$ cat config.mk
export PLATFORM = sky130hd
export DESIGN_NAME = sbf_top
export DESIGN_NICKNAME = d
export VERILOG_FILES = /design/src/rtl/sbf_pkg.sv /design/src/rtl/sbf_store.sv /design/src/rtl/sbf_ctrl.sv /design/src/rtl/sbf_flow.sv /design/src/rtl/sbf_top.sv
export SDC_FILE = /design/constraint.sdc
export NUM_CORES = 1
export LEC_CHECK = 0
export ABC_AREA = 1
export BUFFER_PORTS_ARGS = -buffer_cell sky130_fd_sc_hd__buf_4
export CAP_MARGIN = 0
export CORE_UTILIZATION = 45
export CTS_BUF_LIST = sky130_fd_sc_hd__clkbuf_4
export CTS_CLUSTER_DIAMETER = 60
export DETAILED_ROUTE_END_ITERATION = 10
export GPL_TIMING_DRIVEN = 0
export MAX_ROUTING_LAYER = met4
export PLACE_DENSITY = 0.6
export SLEW_MARGIN = 20
export SYNTH_ARGS = -nofsm -noshare
export SYNTH_HDL_FRONTEND = slang
export SYNTH_SLANG_ARGS = --single-unit
$ cat constraint.sdc
create_clock -name clk -period 4.5 [get_ports clk]
set_input_delay 0.45 -clock clk [delete_from_list [all_inputs] [get_ports clk]]
set_output_delay 0.45 -clock clk [all_outputs]
set_load 0.02 [all_outputs]
$ cat src/rtl/sbf_pkg.sv
package sbf_pkg;
   typedef enum logic {
      DIR_TO_DISK = 1'b0,
      DIR_TO_HOST = 1'b1
   } xfer_dir_e;
endpackage

$ cat src/rtl/sbf_store.sv
// Ring storage with a level counter; the wrap variant is chosen by generate.
module sbf_store #(
   parameter int WIDTH = 8,
   parameter int DEPTH = 16
) (
   input  logic                         clk,
   input  logic                         rst_n,
   input  logic                         flush,
   input  logic                         push,
   input  logic                         pop,
   input  logic [WIDTH-1:0]             wdata,
   output logic [WIDTH-1:0]             head,
   output logic [$clog2(DEPTH+1)-1:0]   level
);
   localparam int PTR_W = $clog2(DEPTH);
   localparam int LVL_W = $clog2(DEPTH+1);
   localparam bit POW2  = (DEPTH & (DEPTH - 1)) == 0;

   logic [WIDTH-1:0] mem [DEPTH];
   logic [PTR_W-1:0] wr_ptr, rd_ptr, wr_nxt, rd_nxt;

   generate
      if (POW2) begin : g_wrap_natural
         assign wr_nxt = wr_ptr + PTR_W'(1);
         assign rd_nxt = rd_ptr + PTR_W'(1);
      end else begin : g_wrap_compare
         assign wr_nxt = (wr_ptr == PTR_W'(DEPTH-1)) ? '0 : wr_ptr + PTR_W'(1);
         assign rd_nxt = (rd_ptr == PTR_W'(DEPTH-1)) ? '0 : rd_ptr + PTR_W'(1);
      end
   endgenerate

   always_ff @(posedge clk) begin
      if (push) mem[wr_ptr] <= wdata;
   end

   always_ff @(posedge clk or negedge rst_n) begin
      if (!rst_n) begin
         wr_ptr <= '0;
         rd_ptr <= '0;
         level  <= '0;
      end else if (flush) begin
         wr_ptr <= '0;
         rd_ptr <= '0;
         level  <= '0;
      end else begin
         if (push) wr_ptr <= wr_nxt;
         if (pop)  rd_ptr <= rd_nxt;
         case ({push, pop})
            2'b10:   level <= level + LVL_W'(1);
            2'b01:   level <= level - LVL_W'(1);
            default: level <= level;
         endcase
      end
   end

   assign head = (level != '0) ? mem[rd_ptr] : '0;

   assert_level_bound_R3: assert property (@(posedge clk) disable iff (!rst_n)
      level <= LVL_W'(DEPTH));

   assert_level_step_R3: assert property (@(posedge clk) disable iff (!rst_n)
      (push && !pop && !flush) |=> level == $past(level) + LVL_W'(1));

   assert_flush_empty_R6: assert property (@(posedge clk) disable iff (!rst_n)
      flush |=> level == '0);
endmodule

$ cat src/rtl/sbf_ctrl.sv
// Configuration registers, lock, phase tracking, capacity and threshold.
module sbf_ctrl #(
   parameter int DEPTH = 16
) (
   input  logic                         clk,
   input  logic                         rst_n,
   input  logic                         soft_rst,
   input  logic                         cfg_wr,
   input  logic                         cfg_en,
   input  logic [$clog2(DEPTH)-1:0]     cfg_thr,
   input  logic                         cfg_lock,
   input  logic                         phase_cmd,
   input  logic                         phase_exec,
   output logic                         in_exec,
   output logic                         flush,
   output logic [$clog2(DEPTH+1)-1:0]   cap,
   output logic [$clog2(DEPTH+1)-1:0]   thr
);
   localparam int THR_W = $clog2(DEPTH);
   localparam int LVL_W = $clog2(DEPTH+1);

   logic             en_q, lock_q, fifo_on;
   logic [THR_W-1:0] thr_q;

   always_ff @(posedge clk or negedge rst_n) begin
      if (!rst_n) begin
         en_q   <= 1'b0;
         thr_q  <= '0;
         lock_q <= 1'b0;
      end else if (soft_rst) begin
         if (!lock_q) begin
            en_q  <= 1'b0;
            thr_q <= '0;
         end
      end else if (cfg_wr) begin
         en_q   <= cfg_en;
         thr_q  <= cfg_thr;
         lock_q <= cfg_lock;
      end
   end

   always_ff @(posedge clk or negedge rst_n) begin
      if (!rst_n)                      in_exec <= 1'b0;
      else if (soft_rst || phase_cmd)  in_exec <= 1'b0;
      else if (phase_exec)             in_exec <= 1'b1;
   end

   assign flush   = soft_rst | phase_cmd | phase_exec;
   assign fifo_on = en_q & in_exec;
   assign cap     = fifo_on ? LVL_W'(DEPTH) : LVL_W'(1);
   assign thr     = fifo_on ? (LVL_W'(thr_q) + LVL_W'(1)) : LVL_W'(1);

   assert_lock_keep_R9: assert property (@(posedge clk) disable iff (!rst_n)
      (soft_rst && lock_q) |=> (en_q == $past(en_q)) && (thr_q == $past(thr_q)));

   assert_unlock_clear_R9: assert property (@(posedge clk) disable iff (!rst_n)
      (soft_rst && !lock_q) |=> !en_q && (thr_q == '0));

   assert_cmd_bytemode_R2: assert property (@(posedge clk) disable iff (!rst_n)
      phase_cmd |=> !fifo_on);
endmodule

$ cat src/rtl/sbf_flow.sv
// Direction steering, acceptance, service request and error flags.
module sbf_flow
   import sbf_pkg::*;
#(
   parameter int WIDTH = 8,
   parameter int DEPTH = 16
) (
   input  logic                         clk,
   input  logic                         rst_n,
   input  logic                         dir_to_host,
   input  logic                         in_exec,
   input  logic                         flush,
   input  logic [$clog2(DEPTH+1)-1:0]   cap,
   input  logic [$clog2(DEPTH+1)-1:0]   thr,
   input  logic [$clog2(DEPTH+1)-1:0]   level,
   input  logic [WIDTH-1:0]             head,
   input  logic                         host_wr,
   input  logic [WIDTH-1:0]             host_wdata,
   input  logic                         host_rd,
   input  logic                         disk_push,
   input  logic [WIDTH-1:0]             disk_wdata,
   input  logic                         disk_pull,
   output logic                         push,
   output logic                         pop,
   output logic [WIDTH-1:0]             wdata,
   output logic                         req,
   output logic                         overrun,
   output logic                         underrun,
   output logic [WIDTH-1:0]             host_rdata,
   output logic [WIDTH-1:0]             disk_rdata
);
   localparam int LVL_W = $clog2(DEPTH+1);

   xfer_dir_e  dir;
   logic       full, empty, err, wr_req, rd_req;
   logic       ovr_q, und_q, ovr_set, und_set;
   logic [LVL_W-1:0] free;

   assign dir   = xfer_dir_e'(dir_to_host);
   assign full  = level >= cap;
   assign empty = level == '0;
   assign free  = full ? '0 : cap - level;
   assign err   = ovr_q | und_q;

   always_comb begin
      if (dir == DIR_TO_HOST) begin
         wr_req = disk_push;
         rd_req = host_rd;
         wdata  = disk_wdata;
      end else begin
         wr_req = host_wr;
         rd_req = disk_pull;
         wdata  = host_wdata;
      end
   end

   assign push = wr_req & ~full & ~err & ~flush;
   assign pop  = rd_req & ~empty & ~flush;

   assign ovr_set = (dir == DIR_TO_HOST) & disk_push & full & in_exec;
   assign und_set = (dir == DIR_TO_DISK) & disk_pull & empty & in_exec;

   always_ff @(posedge clk or negedge rst_n) begin
      if (!rst_n) begin
         ovr_q <= 1'b0;
         und_q <= 1'b0;
      end else if (flush) begin
         ovr_q <= 1'b0;
         und_q <= 1'b0;
      end else begin
         if (ovr_set) ovr_q <= 1'b1;
         if (und_set) und_q <= 1'b1;
      end
   end

   always_comb begin
      if (!in_exec)                req = 1'b0;
      else if (dir == DIR_TO_HOST) req = ovr_q ? ~empty : (level >= thr);
      else                         req = ~und_q & (free >= thr);
   end

   assign overrun    = ovr_q;
   assign underrun   = und_q;
   assign host_rdata = head;
   assign disk_rdata = und_q ? '0 : head;

   assert_overrun_set_R7: assert property (@(posedge clk) disable iff (!rst_n)
      (dir_to_host && disk_push && (level >= cap) && in_exec && !flush) |=> overrun);

   assert_err_freeze_R7: assert property (@(posedge clk) disable iff (!rst_n)
      (ovr_q && !flush) |=> level <= $past(level));

   assert_pad_hold_R8: assert property (@(posedge clk) disable iff (!rst_n)
      (und_q && !flush && !dir_to_host) |=> (level == '0) && underrun);
endmodule

$ cat src/rtl/sbf_top.sv
module sbf_top #(
   parameter int WIDTH = 8,
   parameter int DEPTH = 16
) (
   input  logic                         clk,
   input  logic                         rst_n,
   input  logic                         soft_rst,
   input  logic                         cfg_wr,
   input  logic                         cfg_en,
   input  logic [$clog2(DEPTH)-1:0]     cfg_thr,
   input  logic                         cfg_lock,
   input  logic                         dir_to_host,
   input  logic                         phase_cmd,
   input  logic                         phase_exec,
   input  logic                         host_wr,
   input  logic [WIDTH-1:0]             host_wdata,
   input  logic                         host_rd,
   output logic [WIDTH-1:0]             host_rdata,
   input  logic                         disk_push,
   input  logic [WIDTH-1:0]             disk_wdata,
   input  logic                         disk_pull,
   output logic [WIDTH-1:0]             disk_rdata,
   output logic                         svc_req,
   output logic                         overrun,
   output logic                         underrun,
   output logic [$clog2(DEPTH+1)-1:0]   fill_level
);
   localparam int LVL_W = $clog2(DEPTH+1);

   generate
      if (DEPTH < 2) begin : g_bad_depth
         $error("sbf_top: DEPTH must be at least 2");
      end
      if (WIDTH < 1) begin : g_bad_width
         $error("sbf_top: WIDTH must be at least 1");
      end
   endgenerate

   logic             in_exec, flush, push, pop;
   logic [LVL_W-1:0] cap, thr, level;
   logic [WIDTH-1:0] wdata, head;

   sbf_ctrl #(.DEPTH(DEPTH)) ctrl_i (
      .clk(clk), .rst_n(rst_n), .soft_rst(soft_rst),
      .cfg_wr(cfg_wr), .cfg_en(cfg_en), .cfg_thr(cfg_thr), .cfg_lock(cfg_lock),
      .phase_cmd(phase_cmd), .phase_exec(phase_exec),
      .in_exec(in_exec), .flush(flush), .cap(cap), .thr(thr)
   );

   sbf_store #(.WIDTH(WIDTH), .DEPTH(DEPTH)) store_i (
      .clk(clk), .rst_n(rst_n), .flush(flush), .push(push), .pop(pop),
      .wdata(wdata), .head(head), .level(level)
   );

   sbf_flow #(.WIDTH(WIDTH), .DEPTH(DEPTH)) flow_i (
      .clk(clk), .rst_n(rst_n), .dir_to_host(dir_to_host),
      .in_exec(in_exec), .flush(flush), .cap(cap), .thr(thr),
      .level(level), .head(head),
      .host_wr(host_wr), .host_wdata(host_wdata), .host_rd(host_rd),
      .disk_push(disk_push), .disk_wdata(disk_wdata), .disk_pull(disk_pull),
      .push(push), .pop(pop), .wdata(wdata), .req(svc_req),
      .overrun(overrun), .underrun(underrun),
      .host_rdata(host_rdata), .disk_rdata(disk_rdata)
   );

   assign fill_level = level;
endmodule

==> run summary, run 1 <==
The fraction of final layout cells sized beyond drive strength 1 is 18.0%, and the clock input transition at the sequential cells of the worst setup and hold paths is 0.12 ns. The cell that appears most often on the critical path is nand2_1. The leading cell type in the layout, fill and taps excluded is nand2_1.

The share of total power dissipated in combinational logic is 6.5%. The tools report the area of the core as 0.0152 mm^2. For the count of inserted antenna diode cells, the log shows 0. The via count of the first global-routing pass was 4768; the wire length reported by the detailed router was 16800 um. For the full die area, the log shows 0.0161 mm^2. The cell leakage power was 0.00321 uW.

The floorplan has 45 rows. The count of boundary I/O pins is 57, and the number of iterations in the first detailed-routing pass is 4. The sequential power share came out at 59.2%. Among all stages on the critical path, the largest delay is contributed by dfrtp_1. The flow ran to the end, and the final reports show no timing, DRC or antenna violations. The clock passes through at most 2 buffers. The run gives 0 as the remaining antenna violation count. In this design, the stage delay of the slowest critical-path cell is 0.46 ns. The sum of buffers and inverters on the critical path was 4; the count of synthesis-stage warnings from yosys was 0. The global-route wire length before repair is 25400 um. In this run the power spent charging and discharging nets is 619 uW. The average instance area after synthesis is 10.9 um^2.

For this run, the total global-route usage over all layers was measured as 22.5%. Setup violations remaining at the end of the flow were counted as 0. The number of hold violations in the final report was 0; the time the worst path needs with I/O delays and setup was 4.03 ns. Traced cell by cell, the critical path runs through nand2_1 > inv_1 > ha_1 > inv_1 > nor2_1 > nand3_1 > nand2_1 > nand2_1 > or2_2 > ha_1 > inv_1 > nand2_1 > a21oi_1 > o21bai_1 > a21oi_1 > o21bai_1 > a21oi_1 > nor2_1 > buf_4.

The final layout contains 774 nets. The kind of critical path was flop to primary output. The die extent in x works out to 127 um.

The number of placed instances, taps included was 889. The clock reaches the later pin of the worst-skew pair after 0.55 ns. In this design, the largest share of critical-path delay is due to simple AND/OR/NAND/NOR gates. The multi-input combinational cells in the finished layout cover a total of 0.00230 mm^2.

Buffers placed on the I/O ports in this run total 56. Data arrives at the worst endpoint at 3.58 ns. For the total via count after detailed routing, the log shows 4985.

The critical path startpoint category is a flop. Setup repair after global routing left no endpoint under its margin. Compared with the post-synthesis result, the final layout area differs by 13.9%. The logs give 0 for the count of pins over their slew limit and 150 for the CTS sink count.

The internal power contribution was 1970 uW; the post-CTS setup repair buffer count was 0. Max-cap violations in this run came to 0. In the layout the commonest cells are 177 x nand2_1, 128 x edfxtp_1, 57 x buf_4. The half-perimeter wire length of the detailed placement result was 11600 um. Residual DRC count: 0.

Of the available clock period, the critical path in the final layout requires 89.6%. The number of nets in the synthesized netlist is 698. Overall overflow remaining after global route: 0. The worst setup path is captured at a primary output. For the maximum clock frequency, the log shows 248 MHz. The number of buffers created by CTS came out at 17. After detailed routing, the average wire length per cell comes to 18.3 um. The run gives 1.42 ns as the register-to-register path setup slack. The cell area that synthesis handed to floorplanning was 0.00700 mm^2. Worst path required time: 4.05 ns.

Of the total power, the share spent switching nets is 23.9%. The initial antenna violation count was 0; the post-layout worst setup margin was 0.469 ns. The logs give 0.125 ns for the final worst hold slack and 45.1% for the normalized max-slew margin. The path type of the worst min-delay path is primary input to flop. The non-filler instance count after layout is 922.

OpenSTA, run right after detailed placement, puts the worst setup slack at 1.08 ns. The highest net fanout along the worst path is 6, and the CTS H-tree depth is 4. The power per unit of standard cell area came out at 325 mW/mm^2.

The register area came out at 0.00439 mm^2. Fill cells in the final layout number 1369. The cell at the root of the clock tree is clkbuf_4.

For this run, the register share of the synthesized area comes to 62.8%. The number of different library cells used by synthesis comes to 39. Counting every instance in the synthesized netlist gives 645. TritonCTS built the clock tree. The number of DRC violations after detailed-routing iteration 0 is 414. The largest net degree at the start of global routing was 23; the slew at the pin closest to its max-slew limit was 0.821 ns.

The tools report the overall power after layout as 2590 uW. IR analysis of the VDD net gives a maximum drop of 174 uV. Mean number of vias per cell: 5.41. For the worst clock skew on the final layout, the log shows 0.0158 ns.

The number of synthesized register bits works out to 150. The total negative slack was 0 ns; the clock share of power was 34.2%. The chip height is 127 um, and the global placement routability congestion is 0.869.

The initial standard-cell utilization of the core came out at 46.0%.
[through the flow]
stage / instance area (um^2) / util [%]
floorplan: 7000 / -
global placement: 7650 / 50.4
detailed placement: 7650 / 50.4
CTS: 7970 / 52.4
global route: 7970 / 52.4
finish: 7970 / 52.4
[layout make-up]
class | count | area share [%]
Buffer | 27 | 1.87
Clock buffer | 17 | 1.60
Clock inverter | 15 | 2.26
Inverter | 42 | 1.98
Multi-Input combinational cell | 426 | 28.8
Sequential cell | 150 | 55.1
Tap cell | 188 | 2.95
Timing Repair Buffer | 57 | 5.40
[per-layer routing]
metal	track usage [%]	wire length [um]	up-vias
li1	-	-	2423
met1	26.7	7140	2373
met2	36.1	8350	147
met3	4.98	811	42
met4	12.0	530	0
met5	-	0	-
[power groups by stage]
| stage | registers [uW] | logic [uW] | clock network, uW |
|---|---|---|---|
| 5_1_grt | 1540 | 184 | 960 |
| 2_1_floorplan | 1560 | 90.8 | 0 |
| 3_5_place_dp | 1570 | 169 | 0 |
| 4_1_cts | 1530 | 170 | 904 |
| 3_3_place_gp | 1570 | 165 | 0 |
| 6_report | 1530 | 169 | 887 |
[synth_stat cells (all sizes together)]
master / n / area, um^2
nand3b: 2 / 15.0
dfrtp: 22 / 551
ha: 20 / 250
nand3: 20 / 128
nand4: 2 / 12.5
a21oi: 45 / 236
a221o: 8 / 80.1
o21a: 1 / 7.51
nor3: 2 / 10.0
a211oi: 16 / 120
or2: 1 / 6.26
nand2: 186 / 736
o2111ai: 8 / 70.1
edfxtp: 128 / 3840
clkbuf: 6 / 22.5
o21ai: 40 / 200
inv: 41 / 154
clkinv: 1 / 3.75
xor2: 4 / 35.0
buf: 21 / 126
o21bai: 2 / 15.0
mux2i: 8 / 80.1
o22ai: 9 / 56.3
xnor2: 1 / 8.76
mux2: 1 / 11.3
a21boi: 1 / 7.51
nor2: 49 / 213
[worst paths after layout]
path | start | end | depth (start not counted)
max | ctrl_i.in_exec | svc_req | 19
min | phase_exec | ctrl_i.in_exec | 2
max reg2reg | ctrl_i.in_exec | store_i.mem[9][5] | 11
min reg2reg | ctrl_i.lock_q | ctrl_i.lock_q | 1
max in group asynchronous | rst_n | store_i.rd_ptr[3] | 2
min in group asynchronous | rst_n | ctrl_i.thr_q[0] | 2
[kinds of logic after synthesis]
logic type,Yosys count,synth area share [%]
multiplexers,9,1.31
adder cells (fa/ha/maj),20,3.58
flip-flops,150,62.8
AND/OR/NAND/NOR,262,16.0
AO/OA/AOI/OAI,130,11.3
XOR/XNOR,5,0.626
buffers and inverters,69,4.38
[what timing repair did]
action | in CTS | in global routing
resized for setup | 0 | 0
hold buffers | 1 | 0
hold endpoints to repair | 22 | 0
[sequential cells by signal (all words and copies together), names as in the netlist]
name	flops
ctrl_i.en_q	1
ctrl_i.in_exec	1
ctrl_i.lock_q	1
ctrl_i.thr_q	4
flow_i.overrun	1
flow_i.underrun	1
store_i.level	5
store_i.mem	128
store_i.rd_ptr	4
store_i.wr_ptr	4
(Power assumes the default switching activity.)
==> inputs of run 2 (changes only) <==
--- a/config.mk
+++ b/config.mk
@@ -5,7 +5,7 @@
 export SDC_FILE = /design/constraint.sdc
 export NUM_CORES = 1
 export LEC_CHECK = 0
-export ABC_AREA = 1
+export ABC_AREA = 0
 export BUFFER_PORTS_ARGS = -buffer_cell sky130_fd_sc_hd__buf_4
 export CAP_MARGIN = 0
 export CORE_UTILIZATION = 45
@@ -14,8 +14,8 @@
 export DETAILED_ROUTE_END_ITERATION = 10
 export GPL_TIMING_DRIVEN = 0
 export MAX_ROUTING_LAYER = met4
-export PLACE_DENSITY = 0.6
 export SLEW_MARGIN = 20
 export SYNTH_ARGS = -nofsm -noshare
 export SYNTH_HDL_FRONTEND = slang
+export SYNTH_HIERARCHICAL = 1
 export SYNTH_SLANG_ARGS = --single-unit
==> run 2 against run 1 <==
Clock-buffer cell count unchanged. Synthesized cell count down 31%. Via count down 20%. Critical path depth down 7. Hold slack better by 0.014 ns. Global-route usage down 2.4 points. Clock skew up 0.0059 ns. Sequential power about the same. Maximum frequency down 1.3%. Non-clock buffer count up 5. Power down 5.9%. Core utilization down 0.16 points. Largest power group unchanged.
==> run summary, run 2 <==
The flow ran to the end, and the final reports show no timing, DRC or antenna violations. The number of flops mapped to enable cells by yosys is 128. Based on the critical path, the design can be clocked at up to 245 MHz. Worst path required time: 4.05 ns.

In the final layout, the registers with the most flip-flops are store_i/mem: 128 flops, store_i/level: 5 flops. Setup repair after global routing left no endpoint under its margin. The total overflow left after global routing is 0.

Cells with a size suffix above 1 make up 31.6% of the layout. The initial antenna violation count is 1, and the number of hold violations in the final report is 0. Ranked by total cell area, the synthesized netlist is headed by edfxtp_1 55%, mux4_2 10%, dfrtp_1 7.9%. The sequential power share is 63.0%, and the number of buffers created by CTS is 17.

The power per unit of standard cell area is 307 mW/mm^2, and the register-to-register path setup slack is 0.96 ns. The count of standard-cell rows came out at 45. STA classifies the critical path endpoint as a primary output. Counting both buffers and inverters, the worst setup path holds a total of 2. Of all flip-flops after synthesis, the portion carrying an async set or reset was 14.7%.

The number of synthesized register bits was 150. The half-perimeter wire length of the detailed placement result is 9830 um. Sorting the synthesized cells by how often they occur yields 128 x edfxtp_1, 36 x nor2_1, 32 x mux4_2.

At the pin with the least slew margin, the transition time is 1.05 ns. The count of pins over their slew limit was 0. Compared with the post-synthesis result, the final layout area differs by 13.8%. In this run, the number of DRC markers left after iteration 0 of detailed routing was 259. The global placement routability congestion was 0.802; the residual DRC count was 0. The average wire per cell in the routed design was 19.6 um.

After routing, the total negative slack on setup checks comes to 0 ns. The most used flip-flop cell after synthesis is edfxtp_1. Latest clock arrival within the worst-skew pair: 0.56 ns.

The total area of multi-input combinational cells is 0.00235 mm^2. Worst-path cell with the longest stage delay: dfrtp_1. The run gives 6 as the count of synthesis-stage warnings from yosys.

Once the floorplan was initialized, standard cells occupied 46.0% of the core. For the switching power of the nets, the log shows 613 uW. The worst hold path belongs to the class primary input to flop.

The startpoint identified for the worst register-to-register timing path is ctrl_i/in_exec. The cell repeated most along the worst path is ha_1. Via count of the first global-routing pass: 4068.

The count of nets left with antenna violations once routing finished came out at 0. The number of placed instances, taps included, is 689. IR analysis of the VDD net gives a maximum drop of 175 uV. Leaving out fill and tap cells, the most frequent cells in the layout are 128 x edfxtp_1, 71 x buf_4, 36 x nor2_1. Walking the worst path, the cells encountered are inv_1 > ha_1 > nor2b_1 > o31a_1 > o31ai_4 > nor2_1 > ha_1 > a21o_1 > a31oi_1 > o21ai_1 > a32o_1 > buf_4.

Port buffering added 55 buffers. The count of endpoints failing setup in the final report was 0; the wire length reported by the detailed router was 14200 um. In this run the worst path has a maximum fanout of 11.

For the total routing usage reported by global routing, the log shows 20.2%. The clock input transition at the sequential cells of the worst setup and hold paths works out to 0.13 ns. The root buffer cell chosen for the clock tree is clkbuf_4. The floorplan step defined a core boundary enclosing 0.0152 mm^2. For the worst setup path, the data arrival time is 3.63 ns. The logs give 1820 uW for the internal power contribution and 30.0% for the normalized max-slew margin.

Number of max-cap violations: 0. The chip height came out at 127 um. The run gives 150 as the CTS sink count.

Period utilization: 90.8%. The path with the worst hold slack has its endpoint at ctrl_i/thr_q[3]. Once layout is complete, the cells apart from fillers number 724. Registers take 0.00439 mm^2. The die extent in x was 127 um; the unique cell type count in the Yosys netlist was 57. The average instance area after synthesis came out at 15.7 um^2. The run gives 62.9% as the sequential fraction of the synthesis area.

The clock share of power came out at 31.6%. TritonCTS built the clock tree. Synthesis handed over a netlist of 444 instances.

Summing every instance area after synthesis gives 0.00699 mm^2. The first global-routing pass estimated 22600 um of wire. The critical register-to-register path endpoint was store_i/mem[5][4].

The setup path with the least slack is of type flop to primary output. The synthesized design devotes to its leading area cell type 55.0% of total area. The total via count after detailed routing was 3975; the total number of nets in the final design was 579. Count of cells along the worst hold path: 2. The leading cell type in the layout, fill and taps excluded is edfxtp_1.

The run gives 0 as the post-CTS setup repair buffer count. The register with the most flip-flops in the layout has 128 of them. Net switching is 25.2% of the power. The worst hold path begins at soft_rst. The maximum count of clock buffers along a single path came out at 2. Measured in cells, the most critical reg-to-reg path has a length of 11.

In this design, the stage delay of the slowest critical-path cell is 0.60 ns. The first TritonRoute pass finished after 4 iterations. The overall power after layout was 2440 uW; the final worst hold slack was 0.139 ns.

The worst clock skew on the final layout is 0.0218 ns. The time the worst path needs with I/O delays and setup came out at 4.08 ns. In this run the number of H-tree levels came out at 4. The critical path startpoint category is a flop.

Using the TritonRoute via totals, the vias-per-cell ratio works out to 5.49. Combinational cells account for 5.3% of the total power. The cell leakage power is 0.00285 uW, and the largest net degree at the start of global routing is 23. Cell taking the most area after synthesis: edfxtp_1.

Grouping stages by cell kind, the critical path spends the most delay in compound AO/OA/AOI/OAI gates. The floorplan step defined a die boundary enclosing 0.0160 mm^2. The most frequent cell after synthesis was edfxtp_1. Fill cells in the final layout number 1283.

Pin placement for this block handled 57 I/O pins. Register containing the most flip-flops in the final layout: store_i/mem.
==> run 2: area by class of cell <==
type                            count  share of cell area [%]
Clock buffer                       17                    1.61
Antenna cell                        1                  0.0315
Timing Repair Buffer               57                    5.45
Inverter                           17                   0.803
Multi-Input combinational cell    247                    29.6
Tap cell                          188                    2.96
Sequential cell                   150                    55.3
Clock inverter                     15                    1.70
Buffer                             32                    2.58
==> run 2: timing repair <==
action | CTS | global route
resized for setup | 0 | 0
endpoints found under the setup margin | 0 | 0
hold endpoints to repair | 23 | 0
hold buffers | 2 | 0
==> run 2: through the flow <==
step	worst slack [ns]	utilization (%)	instance area [um^2]
floorplan	1.35	-	7000
global placement	0.730	50.3	7640
detailed placement	0.990	50.4	7660
CTS	0.362	52.3	7950
global route	0.207	52.3	7950
finish	0.415	52.3	7950
==> run 2: routing by layer <==
metal | vias up | track usage (%) | part of all wire (%)
li1 | 1849 | - | -
met1 | 2025 | 26.9 | 47
met2 | 88 | 31.6 | 48
met3 | 13 | 3.46 | 4.0
met4 | 0 | 6.87 | 1.2
met5 | - | - | 0
==> run 2: how the worst max path moves through the flow <==
| stage | start | cells past startpoint | end |
|---|---|---|---|
| global route | store_i/level[1] | 12 | svc_req |
| finish | store_i/level[1] | 12 | svc_req |
| global placement | ctrl_i/in_exec | 11 | store_i/mem[3][4] |
| detailed placement | ctrl_i/in_exec | 11 | store_i/mem[5][3] |
| CTS | store_i/level[1] | 12 | svc_req |
| floorplan | store_i/level[1] | 15 | store_i/level[4] |
==> run 2: cells by family (layout without fill, tap and decap cells) <==
kind of cell    after synthesis  count (layout)  share of synthesized area [%]
flops                       150             150                           62.9
simple gates                 95              95                           7.07
mux                          67              67                           15.5
buf+inv                      49             138                           3.85
compound gates               46              46                           4.69
fa+ha+maj                    24              24                           4.40
xor+xnor                     12              12                           1.50
other cells                   1               4                         0.0537
==> run 2: power by group through the flow <==
stage	clock [uW]	sequential, uW	combinational, uW
after CTS	796	1540	131
after global placement	0	1570	124
after global routing	840	1540	146
final	770	1540	130
after detailed placement	0	1570	129
after floorplan	0	1560	75.2
==> run 2: worst register-to-register path, stage by stage (launching register included) <==
cell and delay [ns]:
dfrtp_1 0.52, nand2_1 0.21, inv_1 0.06, buf_4 0.13, ha_1 0.34, nor2_1 0.07, a31oi_1 0.25, o31ai_4 0.18
nor2_1 0.15, buf_2 0.25, nand2_1 0.19, nor2_1 0.83
==> inputs of run 3 (changes only) <==
--- a/config.mk
+++ b/config.mk
@@ -8,12 +8,15 @@
 export ABC_AREA = 0
 export BUFFER_PORTS_ARGS = -buffer_cell sky130_fd_sc_hd__buf_4
 export CAP_MARGIN = 0
+export CELL_PAD_IN_SITES_DETAIL_PLACEMENT = 0
+export CELL_PAD_IN_SITES_GLOBAL_PLACEMENT = 1
 export CORE_UTILIZATION = 45
 export CTS_BUF_LIST = sky130_fd_sc_hd__clkbuf_4
 export CTS_CLUSTER_DIAMETER = 60
 export DETAILED_ROUTE_END_ITERATION = 10
 export GPL_TIMING_DRIVEN = 0
 export MAX_ROUTING_LAYER = met4
+export PLACE_DENSITY_LB_ADDON = 0.1
 export SLEW_MARGIN = 20
 export SYNTH_ARGS = -nofsm -noshare
 export SYNTH_HDL_FRONTEND = slang
==> run 3 against run 2 <==
Clock skew shrank 0.0045 ns. Hold slack gained 0.0037 ns. Maximum frequency is essentially flat. Non-clock buffer count grew 2. Global-route usage grew 0.49 points. Die area is the same. Power grew 3.2%. Highest routed layer unchanged. Sequential power is essentially flat.
==> run summary, run 3 (synthesis results as in run 2) <==
The logs give 0 ns for the total negative slack and 0.54 ns for the latest clock arrival within the worst-skew pair. The worst setup path is launched from a flop. The half-perimeter wire length of the detailed placement result was 10100 um. In this design, the critical path's most frequently occurring cell is ha_1. The critical path runs through a total of 12 cells. For the count of standard-cell rows, the log shows 45. The tool flagged a number of max-cap violations equal to 0.

In the finished design, the share of the clock period the worst path needs comes to 90.9%. The run gives 1.04 ns as the register-to-register path setup slack. The initial utilization of the core area, before any placement, comes to 46.0%. The die is 127 um tall. For the remaining antenna violation count, the log shows 0.

Leading cell type in the layout, fill and taps excluded: edfxtp_1. Via count of the first global-routing pass: 4006. TritonCTS built the clock tree. Summed over all layers, the global routing overflow is 0. At the end of the flow the core is filled with cells to 52.6%. The number of buffers created by CTS came out at 17. The CTS H-tree depth came out at 4. Setup repair after global routing left no endpoint under its margin.

Count of cells along the worst register-to-register path: 15. 57 I/O pins were placed. The net count of the finished layout is 581. The routed design has 14700 um of wire.

The critical path starts at store_i/level[1]. Maximum clock frequency: 245 MHz. Dividing the detail-routed via count by the number of cells gives 5.42.

The register with the most flip-flops in the layout has 128 of them. The startpoint identified for the worst register-to-register timing path is store_i/level[1]. The initial antenna violation count came out at 1.

On the critical path, the stage with the largest delay is an instance of dfrtp_1. The core region is 0.0152 mm^2. The tools report the type of destination of the critical path as a primary output.

The number of input and output port buffers inserted came out at 55. The register containing the most flip-flops in the final layout was store_i/mem. For this block, the via count after detailed routing is 3936. The cell class contributing the biggest share of worst-path delay was compound AO/OA/AOI/OAI gates. Entering global routing, the biggest net connects 23 pins.

The worst pin sits at a relative slew slack of 36.2%. The largest single stage delay on the critical path is 0.61 ns. The cell leakage power is 0.00287 uW, and the total routing usage reported by global routing is 20.7%. At the end of routability-driven placement, the weighted congestion stood at 0.737.

Clock tree synthesis found a total of 150 sinks. After the first detailed-routing iteration, the DRC count stood at 255. The global-route wire length before repair was 23000 um.

The count of pins over their slew limit was 0. STA puts the critical path data arrival time at 3.64 ns. The number of hold violations in the final report was 0. By startpoint and endpoint, the worst setup path is classified as flop to primary output. The flow ran to the end, and the final reports show no timing, DRC or antenna violations. The residual DRC count came out at 0. Layout overhead on the synthesized area: 14.3%. In the final routed layout, each cell accounts on average for 20.2 um. For the pin with the worst max-slew slack, the measured transition is 0.954 ns. The die is 127 um wide. The highest net fanout along the worst path works out to 11. Walking the worst path, the cells encountered are inv_1 > ha_1 > nor2b_1 > o31a_1 > o31ai_4 > nor2_1 > ha_1 > a21o_1 > a31oi_1 > o21ai_1 > a32o_1 > buf_4. In the final layout, the registers with the most flip-flops are store_i/mem: 128 flops, store_i/level: 5 flops.

For the full die area, the log shows 0.0160 mm^2. STA puts the critical path data required time at 4.05 ns. The tools report the post-CTS setup repair buffer count as 0. Cells with a size suffix above 1 make up 31.5% of the layout.

The tools report the count of endpoints failing setup in the final report as 0. The clock input transition at the sequential cells of the worst setup and hold paths works out to 0.14 ns. The critical register-to-register path endpoint was store_i/level[4]. The power per unit of standard cell area was 315 mW/mm^2. In this run the worst setup path terminates at svc_req.

The clock passes through at most 2 buffers. The root buffer cell chosen for the clock tree is clkbuf_4. The library cells used most frequently in the layout, excluding fill and tap cells, are 128 x edfxtp_1, 73 x buf_4, 36 x nor2_1. IR analysis of the VDD net gives a maximum drop of 224 uV. Across the routed clock network, the largest skew measured is 0.0173 ns. The path type of the worst min-delay path was primary input to flop. The sum of buffers and inverters on the critical path was 2. The time the worst path needs with I/O delays and setup came out at 4.09 ns. For this run, the detailed router's first-pass iteration total came to 4.
run 3: power breakdown:
part | internal, uW | leakage, uW | total, uW | switching (uW)
clock | 351 | 0.000148 | 847 | 497
sequential | 1520 | 0.00145 | 1540 | 11.7
combinational | 57.3 | 0.00127 | 131 | 73.3
run 3: stage by stage:
stage / hold slack, ns / instance area [um^2] / setup slack [ns] / total power (uW) / std cells
3_5_place_dp: 0.371 / 7680 / 0.989 / 1700 / 691
6_report: 0.143 / 7990 / 0.411 / 2510 / 726
3_3_place_gp: 0.368 / 7640 / 0.657 / 1690 / 689
5_1_grt: 0.0834 / 7990 / 0.166 / 2610 / 726
4_1_cts: 0.0791 / 7990 / 0.332 / 2540 / 725
2_1_floorplan: 0.154 / 7000 / 1.35 / 1640 / 446
run 3: worst min path at each step:
stage,depth (start not counted),start,end
after detailed placement,1,rst_n,ctrl_i/thr_q[0]
after global placement,1,rst_n,ctrl_i/thr_q[0]
final,2,cfg_lock,ctrl_i/lock_q
after CTS,2,cfg_lock,ctrl_i/lock_q
after global routing,2,cfg_lock,ctrl_i/lock_q
after floorplan,0,rst_n,ctrl_i/en_q
run 3: layout make-up:
type | instances | area (um^2)
fill | 1300 | 7210
sequential | 150 | 4390
multi-input combinational | 247 | 2350
timing repair buffer | 59 | 448
tap | 188 | 235
buffer | 32 | 205
clock inverter | 13 | 145
clock buffer | 19 | 143
inverter | 17 | 63.8
antenna | 1 | 2.50
run 3: repair_timing:
item | 4_1_cts | 5_1_grt
hold endpoints to repair | 23 | 0
hold buffers | 2 | 0
resized for setup | 0 | 0
run 3: per-layer routing:
metal,routed length [um],global-route usage (%),up-vias,part of all wire (%)
li1,-,-,1857,-
met2,6700,29.9,63,46
met1,7140,29.4,1998,49
met3,566,3.80,18,3.9
met5,0,-,-,0
met4,260,7.37,0,1.8
